### config.mk
export PLATFORM = sky130hd
export DESIGN_NAME = vid_regif
export DESIGN_NICKNAME = d
export VERILOG_FILES = /design/src/rtl/vid_regif_pkg.sv /design/src/rtl/vid_regif_addr.sv /design/src/rtl/vid_regif_spr.sv /design/src/rtl/vid_regif_pal.sv /design/src/rtl/vid_regif.sv
export SDC_FILE = /design/constraint.sdc
export NUM_CORES = 2
export LEC_CHECK = 0
export BUFFER_PORTS_ARGS = -buffer_cell sky130_fd_sc_hd__buf_4
export CAP_MARGIN = 20
export CORE_UTILIZATION = 50
export CTS_CLUSTER_SIZE = 12
export DETAILED_ROUTE_END_ITERATION = 8
export PLACE_DENSITY = 0.65
export SLEW_MARGIN = 20
export SYNTH_ARGS = -nofsm -noshare
export SYNTH_HDL_FRONTEND = slang
export SYNTH_SLANG_ARGS = --single-unit
### constraint.sdc
create_clock -name clk -period 10.3 [get_ports clk]
set_clock_uncertainty 0.2 [all_clocks]
set_input_delay 2.06 -clock clk [delete_from_list [all_inputs] [get_ports clk]]
set_output_delay 2.06 -clock clk [all_outputs]
set_load 0.01 [all_outputs]
### src/rtl/vid_regif_pkg.sv
package vid_regif_pkg;

    localparam int VADDR_W = 15;
    localparam int TARGET_W = 14;

    typedef enum logic [2:0] {
        SEL_CTRL     = 3'd0,
        SEL_MASK     = 3'd1,
        SEL_STATUS   = 3'd2,
        SEL_SPR_PTR  = 3'd3,
        SEL_SPR_DATA = 3'd4,
        SEL_SCROLL   = 3'd5,
        SEL_VADDR    = 3'd6,
        SEL_VDATA    = 3'd7
    } reg_sel_e;

    typedef enum logic [1:0] {
        RGN_PATTERN = 2'd0,
        RGN_NAMETBL = 2'd1,
        RGN_PALETTE = 2'd2
    } region_e;

    typedef struct packed {
        logic wr_ctrl;
        logic wr_scroll;
        logic wr_vaddr;
        logic rd_status;
        logic dport_done;
    } addr_cmd_t;

    function automatic region_e target_region(input logic [TARGET_W-1:0] t);
        if (t[13:8] == 6'h3F)
            return RGN_PALETTE;
        else if (!t[13])
            return RGN_PATTERN;
        else
            return RGN_NAMETBL;
    endfunction

endpackage

### src/rtl/vid_regif_addr.sv
module vid_regif_addr
    import vid_regif_pkg::*;
#(
    parameter int WIDE_STEP = 32
) (
    input  logic               clk,
    input  logic               rst,
    input  addr_cmd_t          cmd,
    input  logic [7:0]         wdata,
    output logic [7:0]         ctrl_q,
    output logic [VADDR_W-1:0] tmp_q,
    output logic [VADDR_W-1:0] cur_q,
    output logic [2:0]         fine_x_q,
    output logic               toggle_q
);

    localparam logic [VADDR_W-1:0] STEP_WIDE = VADDR_W'(WIDE_STEP);
    localparam logic [VADDR_W-1:0] STEP_ONE  = VADDR_W'(1);

    logic [VADDR_W-1:0] step;
    assign step = ctrl_q[2] ? STEP_WIDE : STEP_ONE;

    always_ff @(posedge clk) begin
        if (rst) begin
            ctrl_q   <= '0;
            tmp_q    <= '0;
            cur_q    <= '0;
            fine_x_q <= '0;
            toggle_q <= 1'b0;
        end else begin
            if (cmd.wr_ctrl) begin
                ctrl_q       <= wdata;
                tmp_q[11:10] <= wdata[1:0];
            end
            if (cmd.wr_scroll) begin
                if (!toggle_q) begin
                    fine_x_q   <= wdata[2:0];
                    tmp_q[4:0] <= wdata[7:3];
                    toggle_q   <= 1'b1;
                end else begin
                    tmp_q[14:12] <= wdata[2:0];
                    tmp_q[9:5]   <= wdata[7:3];
                    toggle_q     <= 1'b0;
                end
            end
            if (cmd.wr_vaddr) begin
                if (!toggle_q) begin
                    tmp_q[13:8] <= wdata[5:0];
                    tmp_q[14]   <= 1'b0;
                    toggle_q    <= 1'b1;
                end else begin
                    tmp_q[7:0] <= wdata;
                    cur_q      <= {tmp_q[14:8], wdata};
                    toggle_q   <= 1'b0;
                end
            end
            if (cmd.rd_status)
                toggle_q <= 1'b0;
            if (cmd.dport_done)
                cur_q <= cur_q + step;
        end
    end

    AST_TOGGLE_FLIP: assert property (@(posedge clk) disable iff (rst)
        (cmd.wr_scroll || cmd.wr_vaddr) |=> (toggle_q != $past(toggle_q)));

    AST_STAGE_TOP_CLEAR: assert property (@(posedge clk) disable iff (rst)
        (cmd.wr_vaddr && !toggle_q) |=> (tmp_q[14] == 1'b0));

    AST_LIVE_STEP: assert property (@(posedge clk) disable iff (rst)
        (cmd.dport_done && $past(!rst)) |=>
            (cur_q == $past(cur_q) + ($past(ctrl_q[2]) ? STEP_WIDE : STEP_ONE)));

    AST_SCROLL_KEEPS_LIVE: assert property (@(posedge clk) disable iff (rst)
        (cmd.wr_scroll && !cmd.dport_done) |=> $stable(cur_q));

endmodule

### src/rtl/vid_regif_spr.sv
module vid_regif_spr #(
    parameter int DEPTH = 256
) (
    input  logic       clk,
    input  logic       rst,
    input  logic       wr_ptr,
    input  logic       wr_data,
    input  logic [7:0] wdata,
    output logic [7:0] rd_byte
);

    localparam int AW = $clog2(DEPTH);

    logic [7:0]    store [DEPTH];
    logic [AW-1:0] ptr_q;

    always_ff @(posedge clk) begin
        if (rst) begin
            ptr_q <= '0;
            for (int i = 0; i < DEPTH; i++)
                store[i] <= 8'h00;
        end else begin
            if (wr_ptr)
                ptr_q <= wdata[AW-1:0];
            else if (wr_data) begin
                store[ptr_q] <= wdata;
                ptr_q        <= ptr_q + 1'b1;
            end
        end
    end

    assign rd_byte = store[ptr_q];

    AST_SPR_READ_HOLD: assert property (@(posedge clk) disable iff (rst)
        (!wr_ptr && !wr_data) |=> $stable(ptr_q));

    AST_SPR_WRITE_STEP: assert property (@(posedge clk) disable iff (rst)
        (wr_data && !wr_ptr) |=> (ptr_q == AW'($past(ptr_q) + 1'b1)));

endmodule

### src/rtl/vid_regif_pal.sv
module vid_regif_pal #(
    parameter int DEPTH = 32
) (
    input  logic                     clk,
    input  logic                     rst,
    input  logic                     we,
    input  logic [$clog2(DEPTH)-1:0] idx,
    input  logic [7:0]               wdata,
    output logic [7:0]               rdata
);

    localparam int IW = $clog2(DEPTH);

    logic [7:0]    entry [DEPTH];
    logic [IW-1:0] folded;

    always_comb begin
        folded = idx;
        if (idx[1:0] == 2'b00)
            folded[IW-1] = 1'b0;
    end

    always_ff @(posedge clk) begin
        if (rst) begin
            for (int i = 0; i < DEPTH; i++)
                entry[i] <= 8'h00;
        end else if (we) begin
            entry[folded] <= wdata;
        end
    end

    assign rdata = entry[folded];

    AST_PAL_FOLD_RANGE: assert property (@(posedge clk) disable iff (rst)
        (idx[1:0] == 2'b00) |-> (folded < IW'(DEPTH / 2)));

endmodule

### src/rtl/vid_regif.sv
module vid_regif
    import vid_regif_pkg::*;
#(
    parameter int SPR_DEPTH = 256,
    parameter int PAL_DEPTH = 32,
    parameter int WIDE_STEP = 32
) (
    input  logic         clk,
    input  logic         rst,
    input  logic         cpu_req,
    input  logic         cpu_we,
    input  logic [2:0]   cpu_sel,
    input  logic [7:0]   cpu_wdata,
    output logic [7:0]   cpu_rdata,
    output logic         cpu_ready,
    input  logic         vblank_set,
    input  logic [6:0]   status_lo,
    output logic [7:0]   ctrl_out,
    output logic [7:0]   mask_out,
    output logic [14:0]  tmp_addr,
    output logic [14:0]  cur_addr,
    output logic [2:0]   fine_x,
    output logic         mem_req,
    output logic         mem_we,
    output logic [13:0]  mem_addr,
    output logic [7:0]   mem_wdata,
    input  logic [7:0]   mem_rdata,
    input  logic         mem_ack
);

    localparam int PAL_IW = $clog2(PAL_DEPTH);

    reg_sel_e              sel;
    logic [TARGET_W-1:0]   target;
    region_e               rgn;
    logic                  is_dport, is_ext, done, rd_done, wr_done;
    addr_cmd_t             cmd;
    logic [VADDR_W-1:0]    cur_q;
    logic                  toggle_q;
    logic [7:0]            mask_q, buf_q, obus_q, rdata_c;
    logic                  vbl_q;
    logic [7:0]            spr_byte, pal_byte;

    assign sel      = reg_sel_e'(cpu_sel);
    assign target   = cur_q[TARGET_W-1:0];
    assign rgn      = target_region(target);
    assign is_dport = (sel == SEL_VDATA);
    assign is_ext   = is_dport && (rgn != RGN_PALETTE);

    assign cpu_ready = is_ext ? mem_ack : 1'b1;
    assign done      = cpu_req && cpu_ready;
    assign rd_done   = done && !cpu_we;
    assign wr_done   = done && cpu_we;

    assign mem_req   = cpu_req && is_ext;
    assign mem_we    = cpu_we;
    assign mem_addr  = target;
    assign mem_wdata = cpu_wdata;

    assign cmd.wr_ctrl    = wr_done && (sel == SEL_CTRL);
    assign cmd.wr_scroll  = wr_done && (sel == SEL_SCROLL);
    assign cmd.wr_vaddr   = wr_done && (sel == SEL_VADDR);
    assign cmd.rd_status  = rd_done && (sel == SEL_STATUS);
    assign cmd.dport_done = done && is_dport;

    vid_regif_addr #(.WIDE_STEP(WIDE_STEP)) u_addr (
        .clk      (clk),
        .rst      (rst),
        .cmd      (cmd),
        .wdata    (cpu_wdata),
        .ctrl_q   (ctrl_out),
        .tmp_q    (tmp_addr),
        .cur_q    (cur_q),
        .fine_x_q (fine_x),
        .toggle_q (toggle_q)
    );

    vid_regif_spr #(.DEPTH(SPR_DEPTH)) u_spr (
        .clk     (clk),
        .rst     (rst),
        .wr_ptr  (wr_done && (sel == SEL_SPR_PTR)),
        .wr_data (wr_done && (sel == SEL_SPR_DATA)),
        .wdata   (cpu_wdata),
        .rd_byte (spr_byte)
    );

    vid_regif_pal #(.DEPTH(PAL_DEPTH)) u_pal (
        .clk   (clk),
        .rst   (rst),
        .we    (wr_done && is_dport && (rgn == RGN_PALETTE)),
        .idx   (target[PAL_IW-1:0]),
        .wdata (cpu_wdata),
        .rdata (pal_byte)
    );

    always_comb begin
        unique case (sel)
            SEL_STATUS:   rdata_c = {vbl_q, status_lo};
            SEL_SPR_DATA: rdata_c = spr_byte;
            SEL_VDATA: begin
                unique case (rgn)
                    RGN_PALETTE: rdata_c = pal_byte;
                    RGN_PATTERN: rdata_c = buf_q;
                    default:     rdata_c = mem_rdata;
                endcase
            end
            default:      rdata_c = obus_q;
        endcase
    end

    assign cpu_rdata = rdata_c;
    assign cur_addr  = cur_q;
    assign mask_out  = mask_q;

    always_ff @(posedge clk) begin
        if (rst) begin
            mask_q <= '0;
            buf_q  <= '0;
            obus_q <= '0;
            vbl_q  <= 1'b0;
        end else begin
            if (wr_done && (sel == SEL_MASK))
                mask_q <= cpu_wdata;
            if (rd_done && is_dport && (rgn == RGN_PATTERN))
                buf_q <= mem_rdata;
            if (vblank_set)
                vbl_q <= 1'b1;
            else if (cmd.rd_status)
                vbl_q <= 1'b0;
            if (rd_done)
                obus_q <= rdata_c;
            else if (wr_done && (sel inside {SEL_CTRL, SEL_MASK, SEL_SCROLL, SEL_VADDR}))
                obus_q <= cpu_wdata;
        end
    end

    AST_STALL_FREEZE: assert property (@(posedge clk) disable iff (rst)
        (mem_req && !mem_ack) |=> ($stable(cur_q) && $stable(buf_q) && $stable(obus_q)));

    AST_STATUS_CLEARS_FLAG: assert property (@(posedge clk) disable iff (rst)
        (cmd.rd_status && !vblank_set) |=> (!vbl_q && !toggle_q));

    AST_VBLANK_WINS: assert property (@(posedge clk) disable iff (rst)
        vblank_set |=> vbl_q);

    AST_PALETTE_LOCAL: assert property (@(posedge clk) disable iff (rst)
        (cpu_req && is_dport && (rgn == RGN_PALETTE)) |-> (!mem_req && cpu_ready));

endmodule

==> results.md <==
* Slew at the pin closest to its max-slew limit at 1.35 ns
* Leakage power summed over all cells at about 43 nW
* Vias per cell at 6.63
* Number of distinct library cells after synthesis at 77
* Remaining global-route overflow at 0
* Leading cell type in the layout, fill and taps excluded: sky130_fd_sc_hd__edfxtp_1
* Number of synthesized flops with an enable pin at 2272
* Final Instance Count excl. Fillers at 10451
* Data required time at the worst endpoint at 8.04 ns
* Antenna violations before repair at 11
* Relative slew margins at 10.2%
* Final Hold Slack at 0.262 ns
* Remaining antenna violation count at 0
* Post-CTS Setup Repair Bufs at 0
* Largest voltage drop on the vdd net at 0.184 mV
* Gp weighted congestion at 0.956
* Wire length of the first global-routing pass at 480 mm
* Maximum net fanout on the critical path at 51
* Clock latency of the later-clocked register in the worst-skew pair at 0.91 ns
* Maximum number of pins on one net before global-route repair at ~150
* H-Tree Depth at 4
* Floorplan die area at 0.222 mm^2
* Critical path endpoint category: output port
* Drt pass-1 iters at 7
* Routed wire per std cell at 31.9 um
* Data arrival, critical path at 5.85 ns
* TritonCTS clock tree: done
* Number of gates resized after cts at 0
* Post-placement cell area at about 0.11 mm^2
* Type of the tightest min-delay check: register to register
* Fraction of the cycle the final worst path needs at between 70% and 80%
* Area growth from synthesis to layout at 8.91%
* Final count of hold timing violations at 0
* Setup Slack @ Placement at 3.31 ns
* Post-synthesis cell count at 7765
* Setup_tns at 0 ns
* Post-synth net total at between 7000 and 8000
* Upper clock frequency limit at roughly 120 MHz
* Post-layout worst setup margin at 2.19 ns
* Ports at ~110
* Count of yosys warnings during synthesis at 0
* Iteration-0 DRC count of the detailed router at 10110
* Total power per unit cell area at ~170 mW/mm^2
* Clock period minus worst slack at 8.11 ns
* Number of failing setup endpoints in the final timing report at 0
* Cell at the root of the clock tree: sky130_fd_sc_hd__clkbuf_16
* Floorplan Core Area at ~0.22 mm^2
* Initial core utilization at around half
* Die outline width at 472 um
* Part of the Yosys area used for sequential elements at 63.4%
* Global-route total usage across every layer at 29.7%
* Cell area after synthesis at 0.110 mm^2
* Number of pins with negative max-slew slack in the final report at 0
* Register clock-pin slew on the reported worst setup and hold paths at 0.06 ns
* Residual DRC at 0
* # placed instances at 10022
* Most frequently used flop master after synthesis: sky130_fd_sc_hd__edfxtp_1
* Max Cap Violations at 0
* CP startpoint kind: register
* Clock tree sinks at 2355
* Row cnt at 171
* Number of buffers created by CTS at 238
* Count of buffers inserted at the top-level ports at 113
* Crit Path Class: register to output port
* FF+latch count, synth at 2355
* Asr flop ratio synth at 0%
* Via count of the first global-routing pass at around 66000
* Final instance area at 0.120 mm^2
* Average instance area after synthesis at 14.2 um^2
* Depth of the worst hold-timing path at 2
* Fin nets at 7448
* Die Span Y at 472 um
* Total number of vias at 69325
* Hold-fix buffers, CTS at 0
* Fraction of final layout cells sized beyond drive strength 1 at 17.7%
* Outcome: complete, no violations
* Routed wire length at approximately 330 mm
* Commonest non-fill, non-tap cells in the layout: 2272 x sky130_fd_sc_hd__edfxtp_1, 947 x sky130_fd_sc_hd__and2_1, 830 x sky130_fd_sc_hd__and3_1
* Setup repair after global routing missed its margin: no
* Worst Reg2Reg Path Length in Cells at 8
* Dpl hpwl at 209 mm
* Bufs on Longest Clock Path at 3
==> sequential cells by signal (all words and copies together) (netlist names), 3 cells and up, named ones only <==
register and flops:
u_spr.ptr_q 8, u_addr.tmp_q 15, mask_out 8, u_addr.ctrl_q 8
obus_q 8, u_spr.store 2048, u_addr.cur_q 15, buf_q 8
u_pal.entry 224, u_addr.fine_x_q 3
==> report_power, final <==
part	internal (mW)	total [mW]	switching, mW
sequential	10.8	10.9	0.118
clock	4.54	8.26	3.72
combinational	0.336	1.12	0.782
==> cell type report <==
class,count,area (um^2)
fill,17236,98000
clock inverter,92,727
tap,2854,3570
timing repair buffer,331,2660
sequential,2355,69900
inverter,20,104
multi-input combinational,4463,36500
clock buffer,334,6530
antenna,2,5.00
==> logic make-up after synthesis <==
logic type	count (synthesis)	synth area share [%]
compound gates	530	3.13
xor+xnor	6	0.0477
fa+ha+maj	7	0.0795
buf+inv	947	3.72
flops	2355	63.4
mux	784	13.8
simple gates	3136	15.8
==> synthesized netlist by cell type, drive strengths merged, types with 9 or more instances <==
| library cell | number | area share, % |
|---|---|---|
| o21ai | 200 | 0.91 |
| a211oi | 34 | 0.23 |
| dfxtp | 83 | 1.5 |
| and2 | 950 | 5.4 |
| edfxtp | 2272 | 62 |
| nand3 | 53 | 0.24 |
| buf | 192 | 1.2 |
| nand2b | 20 | 0.11 |
| o22ai | 38 | 0.22 |
| a31oi | 19 | 0.11 |
| mux2i | 155 | 1.4 |
| a221oi | 26 | 0.21 |
| nor2b | 30 | 0.17 |
| nor4 | 92 | 0.52 |
| a2111oi | 11 | 0.087 |
| or2 | 10 | 0.057 |
| a311oi | 10 | 0.079 |
| and3 | 830 | 4.7 |
| a22oi | 46 | 0.31 |
| nand4 | 9 | 0.051 |
| clkbuf | 735 | 2.5 |
| nand2 | 342 | 1.2 |
| inv | 17 | 0.058 |
| mux2 | 42 | 0.43 |
| a21oi | 54 | 0.25 |
| nor2 | 302 | 1.0 |
| nor3b | 9 | 0.066 |
| o221ai | 23 | 0.18 |
| mux4 | 587 | 12 |
| nor3 | 474 | 2.2 |
==> final timing paths <==
path                                                    start                             to  slack [ns]
worst max-delay path                                 register                   cpu_rdata[4]        2.19
worst min-delay path            u_addr.ctrl_q[0]$_SDFFE_PP0P_  u_addr.ctrl_q[0]$_SDFFE_PP0P_        0.26
worst max register to register                       register         obus_q[4]$_SDFFE_PP0P_        5.11
worst min register to register  u_addr.ctrl_q[0]$_SDFFE_PP0P_  u_addr.ctrl_q[0]$_SDFFE_PP0P_        0.26
==> metrics by stage <==
| step | utilization [%] | power (mW) |
|---|---|---|
| floorplan | - | 11.7 |
| global placement | 51.7 | 12.2 |
| detailed placement | 51.7 | 12.2 |
| CTS | 55.1 | 20.3 |
| global route | 55.1 | 20.7 |
| finish | 55.1 | 20.3 |
==> critical path, stage by stage (launching register included) <==
cell	delay, ns
sky130_fd_sc_hd__dfxtp_4	0.91
sky130_fd_sc_hd__buf_4	0.82
sky130_fd_sc_hd__mux4_2	0.42
sky130_fd_sc_hd__mux4_2	0.29
sky130_fd_sc_hd__nor3_1	0.09
sky130_fd_sc_hd__o31ai_1	1.06
sky130_fd_sc_hd__nand3_1	0.53
sky130_fd_sc_hd__o21ai_1	0.49
sky130_fd_sc_hd__buf_4	0.20
==> routing by layer <==
metal	vias up	GRT usage, %	wire length [um]
met1	35463	41.2	127000
met2	4301	45.2	152000
li1	28867	-	-
met5	-	0	57
met3	686	7.17	38300
met4	8	11.9	15000
Power figures use the tool's default switching activity.
